<file path="src/rtl/uart_irq_pkg.sv">
package uart_irq_pkg;
  localparam int NUM_CAUSES  = 6;
  localparam int C_RX_OVER   = 0;
  localparam int C_RX_THR    = 1;
  localparam int C_RX_TMO    = 2;
  localparam int C_TX_EMPTY  = 3;
  localparam int C_TX_THR    = 4;
  localparam int C_MODEM     = 5;

  localparam int STAT_LSB    = 8;
  localparam int TX_THR_LSB  = 8;
  localparam int TMO_LSB     = 16;
  localparam int RXRST_BIT   = 24;
  localparam int TXRST_BIT   = 25;
  localparam int RXLVL_LSB   = 8;

  typedef struct packed {
    logic rxRst;
    logic txRst;
    logic modemClr;
  } strobe_t;
endpackage

</file>
<file path="src/rtl/uirq_ctrl.sv">
module uirq_ctrl
  import uart_irq_pkg::*;
#(
  parameter int DEPTH  = 16,
  parameter int TMO_W  = 4,
  parameter int DATA_W = 32,
  localparam int LVL_W = $clog2(DEPTH + 1)
) (
  input  logic                  clk,
  input  logic                  rstN,
  input  logic [1:0]            regAddr,
  input  logic                  regWrEn,
  input  logic [DATA_W-1:0]     regWdata,
  output logic [DATA_W-1:0]     regRdata,
  input  logic [NUM_CAUSES-1:0] statusVec,
  input  logic                  rxNotEmpty,
  input  logic [LVL_W-1:0]      rxLevel,
  input  logic [LVL_W-1:0]      txLevel,
  output logic [NUM_CAUSES-1:0] maskQ,
  output logic [LVL_W-1:0]      rxThrQ,
  output logic [LVL_W-1:0]      txThrQ,
  output logic [TMO_W-1:0]      tmoQ,
  output strobe_t               strobes
);
  localparam logic [LVL_W-1:0] HALF = LVL_W'(DEPTH / 2);

  strobe_t strobeQ;

  always_ff @(posedge clk) begin
    if (!rstN) begin
      maskQ   <= '0;
      rxThrQ  <= HALF;
      txThrQ  <= HALF;
      tmoQ    <= TMO_W'(1);
      strobeQ <= '0;
    end else begin
      strobeQ <= '0;
      if (regWrEn) begin
        case (regAddr)
          2'd0: begin
            maskQ            <= regWdata[NUM_CAUSES-1:0];
            strobeQ.modemClr <= regWdata[STAT_LSB + C_MODEM];
          end
          2'd1: begin
            rxThrQ        <= regWdata[LVL_W-1:0];
            txThrQ        <= regWdata[TX_THR_LSB +: LVL_W];
            tmoQ          <= regWdata[TMO_LSB +: TMO_W];
            strobeQ.rxRst <= regWdata[RXRST_BIT];
            strobeQ.txRst <= regWdata[TXRST_BIT];
          end
          default: ;
        endcase
      end
    end
  end

  assign strobes = strobeQ;

  always_comb begin
    regRdata = '0;
    case (regAddr)
      2'd0: begin
        regRdata[NUM_CAUSES-1:0]              = maskQ;
        regRdata[STAT_LSB +: NUM_CAUSES]      = statusVec;
        regRdata[STAT_LSB + NUM_CAUSES]       = rxNotEmpty;
      end
      2'd1: begin
        regRdata[LVL_W-1:0]                   = rxThrQ;
        regRdata[TX_THR_LSB +: LVL_W]         = txThrQ;
        regRdata[TMO_LSB +: TMO_W]            = tmoQ;
      end
      2'd2: begin
        regRdata[LVL_W-1:0]                   = txLevel;
        regRdata[RXLVL_LSB +: LVL_W]          = rxLevel;
      end
      default: ;
    endcase
  end
endmodule

</file>
<file path="src/rtl/uirq_status.sv">
module uirq_status
  import uart_irq_pkg::*;
#(
  parameter int DEPTH  = 16,
  parameter int TMO_W  = 4,
  localparam int LVL_W = $clog2(DEPTH + 1)
) (
  input  logic                  clk,
  input  logic                  rstN,
  input  strobe_t               strobes,
  input  logic [LVL_W-1:0]      rxLevel,
  input  logic [LVL_W-1:0]      txLevel,
  input  logic                  rxPush,
  input  logic                  rxPop,
  input  logic                  charTick,
  input  logic                  modemEvent,
  input  logic [LVL_W-1:0]      rxThr,
  input  logic [LVL_W-1:0]      txThr,
  input  logic [TMO_W-1:0]      tmoChars,
  input  logic [NUM_CAUSES-1:0] maskQ,
  output logic [NUM_CAUSES-1:0] statusVec,
  output logic                  rxNotEmpty,
  output logic                  irq
);
  localparam logic [LVL_W-1:0] FULL_LVL = LVL_W'(DEPTH);

  logic             overQ, tmoStatQ, modemQ;
  logic [TMO_W-1:0] tmoCnt;
  logic             tmoRestart, tickHit;

  assign rxNotEmpty = (rxLevel != '0);

  // Sticky overrun: only the receive reset strobe can clear it.
  always_ff @(posedge clk) begin
    if (!rstN)               overQ <= 1'b0;
    else if (strobes.rxRst)  overQ <= 1'b0;
    else if (rxPush && rxLevel == FULL_LVL) overQ <= 1'b1;
  end

  // Idle timeout in whole character times.
  assign tmoRestart = strobes.rxRst || !rxNotEmpty || rxPush || rxPop;
  assign tickHit    = charTick && (tmoChars != '0) &&
                      (({1'b0, tmoCnt} + 1'b1) >= {1'b0, tmoChars});

  always_ff @(posedge clk) begin
    if (!rstN) begin
      tmoCnt   <= '0;
      tmoStatQ <= 1'b0;
    end else if (tmoRestart) begin
      tmoCnt   <= '0;
      tmoStatQ <= 1'b0;
    end else begin
      if (charTick && tmoCnt != '1) tmoCnt <= tmoCnt + 1'b1;
      if (tickHit) tmoStatQ <= 1'b1;
    end
  end

  // Modem change: set wins over a clear in the same cycle.
  always_ff @(posedge clk) begin
    if (!rstN)                 modemQ <= 1'b0;
    else if (modemEvent)       modemQ <= 1'b1;
    else if (strobes.modemClr) modemQ <= 1'b0;
  end

  always_comb begin
    statusVec             = '0;
    statusVec[C_RX_OVER]  = overQ;
    statusVec[C_RX_THR]   = (rxLevel >= rxThr);
    statusVec[C_RX_TMO]   = tmoStatQ;
    statusVec[C_TX_EMPTY] = (txLevel == '0);
    statusVec[C_TX_THR]   = (txLevel < txThr);
    statusVec[C_MODEM]    = modemQ;
  end

  logic [NUM_CAUSES-1:0] gated;
  for (genvar i = 0; i < NUM_CAUSES; i++) begin : g_gate
    assign gated[i] = statusVec[i] & maskQ[i];
  end
  assign irq = |gated;
endmodule

</file>
<file path="src/rtl/uart_fifo_irq.sv">
module uart_fifo_irq
  import uart_irq_pkg::*;
#(
  parameter int DEPTH  = 16,
  parameter int TMO_W  = 4,
  parameter int DATA_W = 32,
  localparam int LVL_W = $clog2(DEPTH + 1)
) (
  input  logic              clk,
  input  logic              rstN,
  input  logic [1:0]        regAddr,
  input  logic              regWrEn,
  input  logic [DATA_W-1:0] regWdata,
  output logic [DATA_W-1:0] regRdata,
  input  logic [LVL_W-1:0]  rxLevel,
  input  logic [LVL_W-1:0]  txLevel,
  input  logic              rxPush,
  input  logic              rxPop,
  input  logic              charTick,
  input  logic              modemEvent,
  output logic              rxFifoRst,
  output logic              txFifoRst,
  output logic              irq
);
  strobe_t               strobes;
  logic [NUM_CAUSES-1:0] statusVec, maskQ;
  logic                  rxNotEmpty;
  logic [LVL_W-1:0]      rxThrQ, txThrQ;
  logic [TMO_W-1:0]      tmoQ;

  uirq_ctrl #(.DEPTH(DEPTH), .TMO_W(TMO_W), .DATA_W(DATA_W)) ctrl_i (
    .clk(clk), .rstN(rstN), .regAddr(regAddr), .regWrEn(regWrEn),
    .regWdata(regWdata), .regRdata(regRdata), .statusVec(statusVec),
    .rxNotEmpty(rxNotEmpty), .rxLevel(rxLevel), .txLevel(txLevel),
    .maskQ(maskQ), .rxThrQ(rxThrQ), .txThrQ(txThrQ), .tmoQ(tmoQ),
    .strobes(strobes)
  );

  uirq_status #(.DEPTH(DEPTH), .TMO_W(TMO_W)) status_i (
    .clk(clk), .rstN(rstN), .strobes(strobes), .rxLevel(rxLevel),
    .txLevel(txLevel), .rxPush(rxPush), .rxPop(rxPop), .charTick(charTick),
    .modemEvent(modemEvent), .rxThr(rxThrQ), .txThr(txThrQ),
    .tmoChars(tmoQ), .maskQ(maskQ), .statusVec(statusVec),
    .rxNotEmpty(rxNotEmpty), .irq(irq)
  );

  assign rxFifoRst = strobes.rxRst;
  assign txFifoRst = strobes.txRst;
endmodule

</file>
<file path="config.mk">
export PLATFORM = sky130hd
export DESIGN_NAME = uart_fifo_irq
export DESIGN_NICKNAME = d
export VERILOG_FILES = /design/src/rtl/uart_irq_pkg.sv /design/src/rtl/uirq_ctrl.sv /design/src/rtl/uirq_status.sv /design/src/rtl/uart_fifo_irq.sv
export SDC_FILE = /design/constraint.sdc
export NUM_CORES = 1
export LEC_CHECK = 0
export ABC_AREA = 1
export BUFFER_PORTS_ARGS = -buffer_cell sky130_fd_sc_hd__buf_2
export CAP_MARGIN = 20
export CORE_MARGIN = 2
export CORE_UTILIZATION = 50
export DETAILED_ROUTE_END_ITERATION = 12
export PLACE_DENSITY = 0.85
export SETUP_SLACK_MARGIN = 0.15
export SKIP_LAST_GASP = 1
export SLEW_MARGIN = 20
export SYNTH_ARGS = -nofsm -noshare
export SYNTH_HDL_FRONTEND = slang
export SYNTH_SLANG_ARGS = --single-unit
</file>
<file path="constraint.sdc">
create_clock -name clk -period 2.2 [get_ports clk]
set_input_delay 0.44 -clock clk [delete_from_list [all_inputs] [get_ports clk]]
set_output_delay 0.44 -clock clk [all_outputs]
set_load 0.02 [all_outputs]
</file>
# [Word-level counts from Yosys, hierarchy flattened]
# Index checks and enable logic that the tools add are counted.
# W data, S select, Z words.
[word_totals] word_cells=54 register_bits=30 in_bits=51
[classes] n_lt_le_gt_ge=3 bitwise=7 n_reduce_logical=20 muxes=7 n_eq_ne=4 n_addsub=2
[ops] operator="$pmux W5 S3" n=2
[ops] operator="$and A1 B1 Y1" n=6
[ops] operator="$reduce_and A3 Y1" n=2
[ops] operator="$reduce_or A6 Y1" n=1
[ops] operator="$add A4 B1 Y5 const B" n=1
[ops] operator="$eq A5 B5 Y1 const B" n=1
[ops] operator="$ge A5 B4 Y1" n=1
[ops] operator="$ge A5 B5 Y1" n=1
[ops] operator="$logic_not A5 Y1" n=1
[ops] operator="$lt A5 B5 Y1" n=1
[ops] operator="$reduce_bool A5 Y1" n=1
[ops] operator="$add A4 B1 Y4 const B" n=1
[ops] operator="$logic_and A1 B1 Y1" n=4
[ops] operator="$mux W4" n=1
[ops] operator="$ne A4 B4 Y1 const B" n=1
[ops] operator="$reduce_and A2 Y1" n=2
[ops] operator="$reduce_bool A4 Y1" n=1
[ops] operator="$reduce_or A2 Y1" n=2
[ops] operator="$logic_or A1 B1 Y1" n=3
[ops] operator="$mux W1" n=3
[ops] operator="$eq A2 B1 Y1 const B" n=1
[ops] operator="$eq A2 B2 Y1 const B" n=1
[ops] operator="$logic_not A2 Y1" n=1
[ops] operator="$mux W2" n=1
[ops] operator="other kinds (3)" n=3

# [Depth between registers and ports, before layout]
[logic_depth] depth_word=6 mapped_depth=11 ltp_nobuf=11

# [By module]
# Synthesis repeated with hierarchy kept, for this count alone.
[hier_totals] cells_unflattened=314 area_unflattened_um2=2038.2
[modules_own_cells] mod="uirq_ctrl" cells_per_inst=199 n_inst=1 seq_area_each_um2=460.4 area_each_um2=1276.2
[modules_own_cells] mod="uirq_status" cells_per_inst=115 n_inst=1 seq_area_each_um2=140.1 area_each_um2=762.0

# [Worst setup path after synthesis]
# No wires, ideal clock.
[synth_timing] path_kind="input to output" start="input port txLevel[2]" end="output port irq" stages=6 path_buffers=0 arrival_ns=1.295 required_time_ns=1.760 slack_ns=0.465 path_cell_list="ha_1 nand2_1 inv_1 o21ai_0 nand4_1 nand3_1"
[synth_between] elab_chain_cells=3 word_cells_on_any_way=5
[synth_lines] element="from (decl)" line_no="uart_fifo_irq.sv:16" rtl="input logic [LVL_W-1:0] txLevel,"
[synth_lines] element="$lt A5 B5 Y1 / $logic_not A5 Y1 (equally long branches)" line_no="uirq_status.sv:71, uirq_status.sv:70"
[synth_lines] element="$and A1 B1 Y1" line_no="uirq_status.sv:77" rtl="assign gated[i] = statusVec[i] & maskQ[i];"
[synth_lines] element="$reduce_or A6 Y1 (*)" line_no="uirq_status.sv:79" rtl="assign irq = |gated;"
[synth_lines] element="to (decl)" line_no="uart_fifo_irq.sv:23" rtl="output logic irq"
# Mark *: on every way between the ends. The rest lies on a longest branch, timed or not.

# [Worst setup path after layout]
[layout_timing] start="register ctrl_i.rxThrQ[4]" end="output port regRdata[9]"
[layout_between] elab_chain_cells=2
[layout_lines] element="from (decl)" line_no="uirq_ctrl.sv:20" rtl="output logic [LVL_W-1:0] rxThrQ,"
[layout_lines] element="from (signal assigned)" line_no="uirq_ctrl.sv:45" rtl="rxThrQ <= regWdata[LVL_W-1:0];"
[layout_lines] element="$ge A5 B5 Y1" line_no="uirq_status.sv:68" rtl="statusVec[C_RX_THR] = (rxLevel >= rxThr);"
[layout_lines] element="$pmux W5 S3" line_no="uirq_ctrl.sv:61" rtl="case (regAddr)"
[layout_lines] element="to (decl)" line_no="uart_fifo_irq.sv:14" rtl="output logic [DATA_W-1:0] regRdata,"
# Every way passes these cells.

==> load_flow_metrics.sql <==
INSERT INTO impl_metrics (metric_group, metric, value, unit) VALUES
('outcome', 'status', 'complete, no violations', ''),
('clock_network', 'clock_path_buffers', '2', ''),
('pwr', 'sequential_share_of_power', '0.432', ''),
('clock_network', 'tritoncts.num_buffers', '5', ''),
('yosys', 'avgSynthCellArea', '7.12', 'um^2'),
('placed_design', 'dp_worst_setup_slack', '0.219', 'ns'),
('pwr', 'p_sw_frac', '0.310', ''),
('routing', 'initialDrtViolationCount', '102', ''),
('global_routing', 'grt_first_pass_wirelength', '7470', 'um'),
('pwr', 'sw_pwr', '0.414', 'mW'),
('die', 'dieHeight', '64.6', 'um'),
('worst_setup_path', 'worst-r2r-cell-count', '9', ''),
('cells_and_area', 'layout_common_cells', 'sky130_fd_sc_hd__buf_2, sky130_fd_sc_hd__nand2_1, sky130_fd_sc_hd__inv_1', ''),
('placed_design', 'gp_congestion', '0.892', ''),
('routing', 'detail_route.first_pass.iterations', '4', ''),
('cells_and_area', 'layout_commonest_cell', 'sky130_fd_sc_hd__buf_2', ''),
('cells_and_area', 'nets', '383', ''),
('clock_network', 'clock_tree.htree_level_count', '2', ''),
('worst_setup_path', 'delay_heaviest_family_cp', 'flip-flops', ''),
('pwr', 'peakVddDrop', '0.383', 'mV'),
('worst_setup_path', 'timing.critical_path.depth', '7', ''),
('cells_and_area', 'flow.area_growth_from_synthesis', '23.8', '%'),
('global_routing', 'grt_start_max_net_pins', '23', ''),
('placed_design', 'buffer_ports.inserted', '56', ''),
('pwr', 'p_per_area', '587', 'nW/um^2'),
('worst_setup_path', 'crit_top_cell', 'sky130_fd_sc_hd__nand3_1', ''),
('hold_path', 'hold_path_class', 'in2reg', ''),
('placed_design', 'placed_wire_length_estimate_after_detailed_placement', '3540', 'um'),
('cells_and_area', 'layoutNonFillerInstCount', '367', ''),
('pwr', 'power.share.combinational', '0.216', ''),
('yosys', 'yosys.area.top_type_share', '0.327', ''),
('timing', 'layout_worst_path_cycle_share', '0.899', ''),
('worst_setup_path', 'crit_path_cell_trace', 'inv_1 -> ha_4 -> nand3_1 -> o211ai_1 -> nand2_1 -> nand3_1 -> buf_2', ''),
('cells_and_area', 'n_antenna_cell', '0', ''),
('routing', 'drt.antenna.violating_nets', '0', ''),
('cells_and_area', 'layout.filler_cells', '345', ''),
('worst_setup_path', 'critPathCaptureType', 'output port', ''),
('pwr', 'power.static_leakage', '1.12', 'nW'),
('clock_network', 'path_clk_slew', '0.07', 'ns'),
('clock_network', 'cts_root_buffer', 'sky130_fd_sc_hd__clkbuf_8', ''),
('worst_setup_path', 'reg2reg_setup_slack', '0.59', 'ns'),
('clock_network', 'post_cts_hold_buffer_count', '0', ''),
('worst_setup_path', 'critical-path-slowest-cell', 'sky130_fd_sc_hd__dfxtp_1', ''),
('routing', 'wl', '4660', 'um'),
('timing', 'finalWorstPathRequiredPeriod', '1.98', 'ns'),
('yosys', 'post_synth_num_cell_types', '28', ''),
('placed_design', 'placed_cells', '359', ''),
('pwr', 'power.clock.fraction', '0.352', ''),
('worst_setup_path', 'cp_num_buf_inv', '2', ''),
('clock_network', 'cts_tree', 'built', ''),
('die', 'io-pin-count', '86', ''),
('global_routing', 'vias_in_the_first_global_route', '1660', ''),
('worst_setup_path', 'slowest_delay', '0.31', 'ns'),
('routing', 'via_count', '1888', ''),
('global_routing', 'grt_antenna_before_repair', '0', ''),
('worst_setup_path', 'worst_ep_required_time', '1.76', 'ns'),
('clock_network', 'worstSkewPairLatency', '0.29', 'ns'),
('timing', 'clock.fmax', '506', 'MHz'),
('worst_setup_path', 'crit_path_max_fanout', '3', ''),
('worst_setup_path', 'timing.critical_path.from', 'ctrl_i.rxThrQ[4]$_SDFFE_PN0P_', ''),
('timing', 'post-route-worst-setup-slack', '0.223', 'ns'),
('worst_setup_path', 'critical_path.reg2reg.endpoint', 'status_i.tmoStatQ$_SDFFE_PP0P_', ''),
('timing', 'clock_skew', '0.00672', 'ns'),
('yosys', 'yosysTopAreaCell', 'sky130_fd_sc_hd__dfxtp_1', ''),
('worst_setup_path', 'critical_path_class', 'reg2out', ''),
('yosys', 'postSynthCellCount', '258', ''),
('worst_setup_path', 'critical_path.startpoint_type', 'flip-flop', ''),
('global_routing', 'gr-total-overflow', '0', ''),
('clock_network', 'clock_sinks', '30', ''),
('routing', 'wl_per_cell', '12.7', 'um'),
('worst_setup_path', 'worst_ep_arrival_time', '1.54', 'ns');
-- power by group through the flow --
| stage | Combinational [mW] | Sequential, mW | Clock [mW] |
|---|---|---|---|
| finish | 0.288 | 0.577 | 0.470 |
| global placement | 0.260 | 0.587 | 0 |
| floorplan | 0.195 | 0.586 | 0 |
| global route | 0.319 | 0.579 | 0.510 |
| CTS | 0.269 | 0.576 | 0.474 |
| detailed placement | 0.267 | 0.588 | 0 |
-- cell families (layout without fill, tap and decap cells) --
logic type,after synthesis,in the layout,share of synthesized area
compound gates,53,53,0.170
flops,30,30,0.327
simple gates,98,98,0.230
buf+inv,60,107,0.166
other cells,1,15,0.00204
fa+ha+maj,14,14,0.0954
xor+xnor,2,2,0.00954
-- worst min-delay path: stages --
cell and delay, ns:
sky130_fd_sc_hd__buf_2 0.10, sky130_fd_sc_hd__inv_1 0.04, sky130_fd_sc_hd__nor2_1 0.03
-- sequential cells by signal, summed over array words and instances, names as in the netlist --
signal and flops:
ctrl_i.txThrQ 5, status_i.tmoCnt 4, ctrl_i.rxThrQ 5, ctrl_i.maskQ 6, ctrl_i.tmoQ 4, status_i.tmoStatQ 1, status_i.overQ 1, ctrl_i.strobes 3
status_i.modemQ 1
-- synthesized netlist by cell type, drive strengths merged --
master and instances:
nand2 53, inv 40, dfxtp 30, nor2 29, a21oi 21, buf 18
o21ai 17, ha 14, nand3 8, o211ai 8, o221ai 5, nand4 4
clkbuf 2, xor2 2, a211oi 1, conb 1, nand3b 1, nor3 1
nor4 1, o21a 1, or2 1
-- how the worst min path moves through the flow --
stage                                        from                            end  slack (ns)  cells past startpoint
floorplan           ctrl_i.rxThrQ[0]$_SDFFE_PN0P_  ctrl_i.rxThrQ[0]$_SDFFE_PN0P_        0.45                      2
global placement    ctrl_i.txThrQ[4]$_SDFFE_PN0P_  ctrl_i.txThrQ[4]$_SDFFE_PN0P_        0.46                      2
detailed placement   ctrl_i.strobes[2]$_SDFF_PN0_    status_i.overQ$_SDFFE_PP0P_        0.47                      1
CTS                                  regWdata[24]   ctrl_i.strobes[2]$_SDFF_PN0_        0.37                      3
global route                         regWdata[24]   ctrl_i.strobes[2]$_SDFF_PN0_        0.36                      3
finish                               regWdata[24]   ctrl_i.strobes[2]$_SDFF_PN0_        0.37                      3
-- layout make-up --
| class | instances | area [um^2] | share of cell area |
|---|---|---|---|
| Clock buffer | 6 | 82.6 | 0.0363 |
| Inverter | 40 | 150 | 0.0660 |
| Tap cell | 48 | 60.1 | 0.0264 |
| Clock inverter | 2 | 12.5 | 0.00550 |
| Timing Repair Buffer | 59 | 309 | 0.136 |
| Multi-Input combinational cell | 182 | 1060 | 0.465 |
| Sequential cell | 30 | 603 | 0.265 |
-- per-layer routing --
layer	wire length [um]	GRT usage	part of all wire
met5	0	0	0
met4	112	0.0691	0.024
met3	484	0.0660	0.10
met2	2210	0.402	0.47
met1	1850	0.285	0.40
-- per-stage QoR --
step,instance area [um^2],util
2_1_floorplan,1890,-
3_5_place_dp,2100,0.582
4_1_cts,2190,0.608
3_3_place_gp,2100,0.582
5_1_grt,2270,0.630
6_report,2270,0.630
-- timing repair --
item                       in CTS  in global routing
gates resized for setup         1                 14
setup buffers                   0                  0
setup endpoints to repair       2                  3
pin swaps                       0                  1
(Power assumes the default switching activity.)
